--- src/rtl/relock_pkg.sv ---
package relock_pkg;

  typedef enum logic [2:0] {
    RL_IDLE   = 3'd0,
    RL_PULSE  = 3'd1,
    RL_SETTLE = 3'd2,
    RL_CHECK  = 3'd3,
    RL_POLL   = 3'd4
  } rl_state_t;

  localparam int unsigned STAT_W   = 3;
  localparam int unsigned STAT_LK  = 0;
  localparam int unsigned STAT_IST = 1;
  localparam int unsigned STAT_FST = 2;

endpackage

--- src/rtl/rl_sync.sv ---
module rl_sync #(
  parameter int unsigned WIDTH  = 3,
  parameter int unsigned STAGES = 2
) (
  input  logic             clk,
  input  logic             rst_n,
  input  logic [WIDTH-1:0] async_i,
  output logic [WIDTH-1:0] sync_o
);

  for (genvar b = 0; b < WIDTH; b++) begin : g_bit
    logic [STAGES-1:0] chain_q;
    logic [STAGES-1:0] chain_d;

    always_comb begin
      chain_d = {chain_q[STAGES-2:0], async_i[b]};
    end

    always_ff @(posedge clk or negedge rst_n) begin
      if (!rst_n) begin
        chain_q <= '0;
      end else begin
        chain_q <= chain_d;
      end
    end

    assign sync_o[b] = chain_q[STAGES-1];
  end

endmodule

--- src/rtl/rl_wait_timer.sv ---
module rl_wait_timer #(
  parameter int unsigned SETTLE_CYC = 2500,
  parameter int unsigned POLL_CYC   = 25000
) (
  input  logic clk,
  input  logic rst_n,
  input  logic load_settle_i,
  input  logic load_poll_i,
  output logic done_o
);

  localparam int unsigned MAX_CYC = (SETTLE_CYC > POLL_CYC) ? SETTLE_CYC : POLL_CYC;
  localparam int unsigned CNT_W   = (MAX_CYC > 1) ? $clog2(MAX_CYC) : 1;
  localparam logic [CNT_W-1:0] SETTLE_LD = CNT_W'(SETTLE_CYC - 1);
  localparam logic [CNT_W-1:0] POLL_LD   = CNT_W'(POLL_CYC - 1);

  logic [CNT_W-1:0] cnt_q;
  logic [CNT_W-1:0] cnt_d;
  logic             cnt_en;

  assign done_o = (cnt_q == '0);
  assign cnt_en = load_settle_i | load_poll_i | !done_o;

  always_comb begin
    cnt_d = cnt_q;
    if (load_settle_i) begin
      cnt_d = SETTLE_LD;
    end else if (load_poll_i) begin
      cnt_d = POLL_LD;
    end else if (!done_o) begin
      cnt_d = cnt_q - 1'b1;
    end
  end

  always_ff @(posedge clk or negedge rst_n) begin
    if (!rst_n) begin
      cnt_q <= '0;
    end else if (cnt_en) begin
      cnt_q <= cnt_d;
    end
  end

  // an expired counter stays at zero until it is loaded again
  assert_timer_no_wrap_R4: assert property (@(posedge clk) disable iff (!rst_n)
    (done_o && !load_settle_i && !load_poll_i) |=> done_o);

  // a settle load always leaves a non-empty or exact interval
  assert_timer_load_R4: assert property (@(posedge clk) disable iff (!rst_n)
    load_settle_i |=> (cnt_q == SETTLE_LD));

endmodule

--- src/rtl/rl_fsm.sv ---
module rl_fsm
  import relock_pkg::*;
(
  input  logic clk,
  input  logic rst_n,
  input  logic en_i,
  input  logic healthy_i,
  input  logic user_req_i,
  input  logic wait_done_i,
  output logic load_settle_o,
  output logic load_poll_o,
  output logic auto_fire_o
);

  rl_state_t state_q;
  rl_state_t state_d;
  logic      auto_q;

  always_comb begin
    state_d = state_q;
    if (!en_i) begin
      state_d = RL_IDLE;
    end else if (user_req_i) begin
      state_d = RL_SETTLE;
    end else begin
      unique case (state_q)
        RL_IDLE:   state_d = RL_PULSE;
        RL_PULSE:  state_d = RL_SETTLE;
        RL_SETTLE: if (wait_done_i) state_d = RL_CHECK;
        RL_CHECK:  state_d = healthy_i ? RL_POLL : RL_PULSE;
        RL_POLL:   if (wait_done_i) state_d = RL_CHECK;
        default:   state_d = RL_IDLE;
      endcase
    end
  end

  assign load_settle_o = (state_d == RL_SETTLE) && ((state_q != RL_SETTLE) || user_req_i);
  assign load_poll_o   = (state_d == RL_POLL) && (state_q != RL_POLL);
  assign auto_fire_o   = (state_d == RL_PULSE);

  always_ff @(posedge clk or negedge rst_n) begin
    if (!rst_n) begin
      state_q <= RL_IDLE;
      auto_q  <= 1'b0;
    end else begin
      state_q <= state_d;
      auto_q  <= auto_fire_o;
    end
  end

  // automatic pulses never run into a second consecutive cycle
  assert_auto_single_R3: assert property (@(posedge clk) disable iff (!rst_n)
    auto_q |=> !auto_q);

  // a disabled controller fires nothing in the following cycle
  assert_disabled_quiet_R2: assert property (@(posedge clk) disable iff (!rst_n)
    !en_i |=> !auto_q);

  // an expired settle wait always leads to a status check
  assert_settle_to_check_R4: assert property (@(posedge clk) disable iff (!rst_n)
    (state_q == RL_SETTLE && wait_done_i && en_i && !user_req_i) |=> (state_q == RL_CHECK));

  // a failed check while enabled retries at once
  assert_check_retry_R5: assert property (@(posedge clk) disable iff (!rst_n)
    (state_q == RL_CHECK && !healthy_i && en_i && !user_req_i) |=> auto_q);

endmodule

--- src/rtl/relock_ctrl.sv ---
module relock_ctrl
  import relock_pkg::*;
#(
  parameter int unsigned SETTLE_CYC = 2500,
  parameter int unsigned POLL_CYC   = 25000,
  parameter bit          USE_FX     = 1'b1,
  parameter int unsigned SYNC_STG   = 2
) (
  input  logic clk,
  input  logic rst_n,
  input  logic en_i,
  input  logic user_rst_i,
  input  logic lock_i,
  input  logic clkin_stop_i,
  input  logic fx_stop_i,
  output logic unit_rst_o,
  output logic relock_seen_o
);

  logic [STAT_W-1:0] stat_raw;
  logic [STAT_W-1:0] stat_s;
  logic              healthy;
  logic              fx_bad;
  logic              usr_q;
  logic              user_edge;
  logic              load_settle;
  logic              load_poll;
  logic              wait_done;
  logic              auto_fire;
  logic              pulse_q;
  logic              pulse_d;
  logic              seen_q;
  logic              seen_d;
  logic              seen_en;

  assign stat_raw[STAT_LK]  = lock_i;
  assign stat_raw[STAT_IST] = clkin_stop_i;
  assign stat_raw[STAT_FST] = fx_stop_i;

  rl_sync #(.WIDTH(STAT_W), .STAGES(SYNC_STG)) u_sync (
    .clk     (clk),
    .rst_n   (rst_n),
    .async_i (stat_raw),
    .sync_o  (stat_s)
  );

  if (USE_FX) begin : g_fx
    assign fx_bad = stat_s[STAT_FST];
  end else begin : g_nofx
    assign fx_bad = 1'b0;
  end

  assign healthy   = stat_s[STAT_LK] && !stat_s[STAT_IST] && !fx_bad;
  assign user_edge = user_rst_i && !usr_q;

  rl_wait_timer #(.SETTLE_CYC(SETTLE_CYC), .POLL_CYC(POLL_CYC)) u_timer (
    .clk           (clk),
    .rst_n         (rst_n),
    .load_settle_i (load_settle),
    .load_poll_i   (load_poll),
    .done_o        (wait_done)
  );

  rl_fsm u_fsm (
    .clk           (clk),
    .rst_n         (rst_n),
    .en_i          (en_i),
    .healthy_i     (healthy),
    .user_req_i    (user_edge),
    .wait_done_i   (wait_done),
    .load_settle_o (load_settle),
    .load_poll_o   (load_poll),
    .auto_fire_o   (auto_fire)
  );

  always_comb begin
    pulse_d = auto_fire | user_edge;
    seen_en = auto_fire | user_edge;
    seen_d  = user_edge ? 1'b0 : 1'b1;
  end

  always_ff @(posedge clk or negedge rst_n) begin
    if (!rst_n) begin
      usr_q   <= 1'b0;
      pulse_q <= 1'b0;
    end else begin
      usr_q   <= user_rst_i;
      pulse_q <= pulse_d;
    end
  end

  always_ff @(posedge clk or negedge rst_n) begin
    if (!rst_n) begin
      seen_q <= 1'b0;
    end else if (seen_en) begin
      seen_q <= seen_d;
    end
  end

  assign unit_rst_o    = pulse_q;
  assign relock_seen_o = seen_q;

  // a user request edge is forwarded next cycle and clears the flag
  assert_user_forward_R8: assert property (@(posedge clk) disable iff (!rst_n)
    (user_rst_i && !usr_q) |=> (unit_rst_o && !relock_seen_o));

  // the flag only changes on an automatic pulse or a user request
  assert_sticky_hold_R7: assert property (@(posedge clk) disable iff (!rst_n)
    (!auto_fire && !user_edge) |=> $stable(relock_seen_o));

  // an automatic pulse without a user request raises the flag with it
  assert_sticky_set_R7: assert property (@(posedge clk) disable iff (!rst_n)
    (auto_fire && !user_edge) |=> (unit_rst_o && relock_seen_o));

  // nothing is driven toward the unit while disabled and not requested
  assert_quiet_disabled_R1: assert property (@(posedge clk) disable iff (!rst_n)
    (!en_i && !user_edge) |=> !unit_rst_o);

endmodule

--- config.mk ---
export PLATFORM = sky130hd
export DESIGN_NAME = relock_ctrl
export DESIGN_NICKNAME = d
export VERILOG_FILES = /design/src/rtl/relock_pkg.sv /design/src/rtl/rl_sync.sv /design/src/rtl/rl_wait_timer.sv /design/src/rtl/rl_fsm.sv /design/src/rtl/relock_ctrl.sv
export SDC_FILE = /design/constraint.sdc
export NUM_CORES = 1
export LEC_CHECK = 0
export ABC_AREA = 1
export ABC_CLOCK_PERIOD_IN_PS = 4000
export BUFFER_PORTS_ARGS = -buffer_cell sky130_fd_sc_hd__buf_2
export CORE_ASPECT_RATIO = 1.4
export CORE_MARGIN = 4
export CORE_UTILIZATION = 29
export DETAILED_ROUTE_END_ITERATION = 10
export PLACE_DENSITY = 0.53
export RECOVER_POWER = 100
export SYNTH_ARGS = -nofsm -noshare
export SYNTH_HDL_FRONTEND = slang
export SYNTH_SLANG_ARGS = --single-unit
--- constraint.sdc ---
create_clock -name clk -period 4 [get_ports clk]
set_input_delay 0.4 -clock clk [delete_from_list [all_inputs] [get_ports clk]]
set_output_delay 0.4 -clock clk [all_outputs]
set_load 0.005 [all_outputs]
==> impl_metrics.py <==
metrics = {
    "outcome": {
        "status": "finished clean",
    },
    "power": {
        "power_density_nw_per_um2": 460,
        "total_leakage_power_nw": 0.749,
        "p_clk_share_pct": 22.9,
        "p_sw_uw": 246,
        "p_comb_share_pct": 27.5,
        "p_seq_share_pct": 49.6,
        "p_int_uw": 467,
        "switching_share_pct": 34.5,
        "ir_drop_mv": 0.204,
    },
    "clock_tree": {
        "cts_buffers": 3,
        "hold_buffers": 0,
        "clock_path_buffers": 2,
        "cts_root_buf": "clkbuf_8",
        "cts_tree": "done",
        "clkTransAtPathRegs_ns": 0.10,
        "cts_max_level": 1,
        "cts_resized": 0,
        "worstSkewPairLatency_ns": 0.27,
        "cts_sinks": 27,
        "post-cts-setup-buffers": 0,
    },
    "place": {
        "io_buffers": 8,
        "dp_hpwl_um": 2170,
        "place_congestion": 0.841,
        "dp_slack_ns": 2.09,
        "post_dp_cell_area_um2": 1540,
        "place_inst": 231,
    },
    "sta": {
        "setup_viol": 0,
        "layout_setup_ws_ns": 1.64,
        "min_period_over_period_pct": 59.1,
        "clock_skew_ns": 0.00390,
        "max_freq_mhz": 423,
        "rsz0062_at_grt": "no",
        "relSlewSlack_pct": 4.92,
        "fin_crit_ns": 2.36,
        "hold_violations": 0,
        "slew_violations": 0,
        "tightest_slew_ns": 1.43,
        "tns_ns": 0,
    },
    "logic_synthesis": {
        "yosysUniqueCellTypes": 30,
        "synth_common_cells": "29 x nand2_1, 27 x dfrtp_1, 21 x nor2_1",
        "synth.avg_cell_area_um2": 8.94,
        "yosysTopAreaCell": "dfrtp_1",
        "netlist_area_um2": 1430,
        "synth_area_leaders": "dfrtp_1 47%, nand2_1 7.6%, nor2_1 5.5%",
        "synth-async-reset-ratio_pct": 100,
        "synth_cells": 160,
        "ys_seq_area_share_pct": 47.2,
        "synth_nets": 168,
        "ys_seq_elements": 27,
        "synth_most_common_cell": "nand2_1",
        "synth_edf_count": 0,
        "yosysWarnings": 0,
        "synthFlopType": "dfrtp_1",
        "yosys.area.top_type_share_pct": 47.2,
    },
    "detailed_routing": {
        "vias": 1006,
        "post-route-drc-count": 0,
        "drt_wl_total_um": 2770,
        "post_drt_wl_per_cell_um": 11.8,
        "firstDrtPassIters": 4,
        "vias_per_cell": 4.28,
        "drt_iter0_markers": 82,
        "ant_nets": 0,
    },
    "layout": {
        "finalCoreUtilization_pct": 32.2,
        "n_fill_cell": 554,
        "layout.cells.non_filler": 235,
        "area_growth_pct": 8.22,
        "fin_nets": 180,
        "drive_above_1_share_pct": 19.9,
        "insertedDiodeCount": 0,
        "design_area_um2": 1550,
    },
    "critical_path": {
        "worstReg2RegStart": "u_timer.cnt_q[0]$_DFFE_PN0P_",
        "cp-end-kind": "flop",
        "r2r-end": "u_timer.cnt_q[0]$_DFFE_PN0P_",
        "startpoint": "u_timer.cnt_q[0]$_DFFE_PN0P_",
        "required_ns": 4.17,
        "crit_arrival_ns": 2.53,
        "reg2regPathDepth": 13,
        "startpoint_type": "flop",
        "crit_fanout": 11,
        "reg2reg_slack_ns": 1.64,
        "crit_type": "flop to flop",
    },
    "grt": {
        "grt_pass1_vias": 1044,
        "grt_overflow": 0,
        "globalRouteTotalUtil_pct": 10.6,
        "grt_pass1_wl_um": 5040,
        "antenna_found_initial": 0,
        "grt_start_max_net_pins": 28,
    },
    "floorplanning": {
        "rows": 30,
        "die-area_um2": 6130,
        "die_height_um": 91.1,
        "start_util_pct": 29.8,
        "io_pins": 9,
        "core_um2": 4800,
        "die_w_um": 67.4,
    },
    "worst_hold_path": {
        "min_to": "u_sync.g_bit[1].chain_q[0]$_DFF_PN0_",
        "hold_class": "input pin to flop",
        "whs_path_depth": 1,
        "hold_path.startpoint": "clkin_stop_i",
    },
    "flow_run": {
        "maxCapViolations": 0,
    },
}
## power by group through the flow
stage,Sequential (mW),Combinational (mW),Clock [mW]
finish,0.354,0.196,0.163
global route,0.361,0.232,0.181
CTS,0.354,0.213,0.176
detailed placement,0.359,0.212,0
global placement,0.360,0.214,0
floorplan,0.350,0.164,0
## sequential cells by signal, indices dropped and copies added (netlist names)
signal and count:
relock_seen_o 1, usr_q 1, u_sync.g_bit.chain_q 6, unit_rst_o 1, u_fsm.state_q 3, u_timer.cnt_q 15
## area by class of cell
cell class	count	area [um2]	share of cell area, %
Multi-Input combinational cell	108	612	39.5
Timing Repair Buffer	8	37.5	2.43
Tap cell	64	80.1	5.17
Clock buffer	3	41.3	2.67
Clock inverter	1	8.76	0.566
Inverter	24	92.6	5.98
Sequential cell	27	676	43.7
## per-layer routing
metal  vias up  share of wire [%]  GRT usage (%)
met2        10                 54           17.7
met1       482                 42           13.8
met4         0               0.97           2.54
met5         -                  0              0
met3         2                2.7           1.98
li1        512                  -              -
## worst max-delay path: stages, from the launching register on
cell and delay, ns:
dfrtp_1 0.42, inv_1 0.10, ha_1 0.19, nand2_1 0.10
nor2_1 0.18, nand2_1 0.30, nand2_1 0.14, nand2_1 0.06
nand2_1 0.05, nand2_1 0.07, nand3_1 0.26, nand2_1 0.21
inv_1 0.14, nand2_1 0.05
## cell usage in the layout, fill, tap and decap left out
cell type  Yosys  layout
inv_4          1       1
dfrtp_1       27      27
o211ai_1       2       2
a21oi_2        1       1
nor3_2         1       1
nor2_4         3       3
nor3_1         1       1
nand2_2        7       4
inv_2          4       3
o21ai_1        2       1
o31ai_1        0       1
xor2_1         8       8
buf_2          0       6
nor2_1        21      22
nor2_2         5       4
nand2_1       29      32
o31ai_2        2       1
xnor2_1        2       2
a21oi_1        1       1
clkbuf_8       0       3
inv_1         19      20
nand3_2        2       2
inv_6          0       1
a21boi_0       0       1
ha_1           1       1
nand4_1        3       3
clkbuf_1       0       2
o21ai_0        2       3
or2_2          3       3
a41oi_1        1       1
or2_0          0       1
nor2_8         1       1
nand3_1        6       7
or2_1          2       1
## metrics by stage
stage               total power [mW]  hold WS (ns)
floorplan                      0.513         0.104
global placement               0.574         0.333
detailed placement             0.571         0.335
CTS                            0.743         0.135
global route                   0.775         0.209
finish                         0.713         0.228
## worst max path at each step
| stage | to | depth (start not counted) | slack, ns |
|---|---|---|---|
| after floorplan | u_timer.cnt_q[13]$_DFFE_PN0P_ | 12 | 2.36 |
| after global placement | u_timer.cnt_q[0]$_DFFE_PN0P_ | 13 | 2.13 |
| after detailed placement | u_timer.cnt_q[0]$_DFFE_PN0P_ | 13 | 2.09 |
| after CTS | u_timer.cnt_q[0]$_DFFE_PN0P_ | 13 | 2.07 |
| after global routing | u_timer.cnt_q[1]$_DFFE_PN0P_ | 13 | 1.35 |
| final | u_timer.cnt_q[0]$_DFFE_PN0P_ | 13 | 1.64 |
## cells by family (layout without fill, tap and decap cells)
| logic type | after synthesis | after routing | share of synthesized area [%] |
|---|---|---|---|
| xor+xnor | 10 | 10 | 6.12 |
| fa+ha+maj | 1 | 1 | 0.875 |
| simple gates | 85 | 85 | 31.4 |
| buf+inv | 25 | 36 | 7.26 |
| flops | 27 | 27 | 47.2 |
| compound gates | 12 | 12 | 7.09 |
Power figures use the tool's default switching activity.
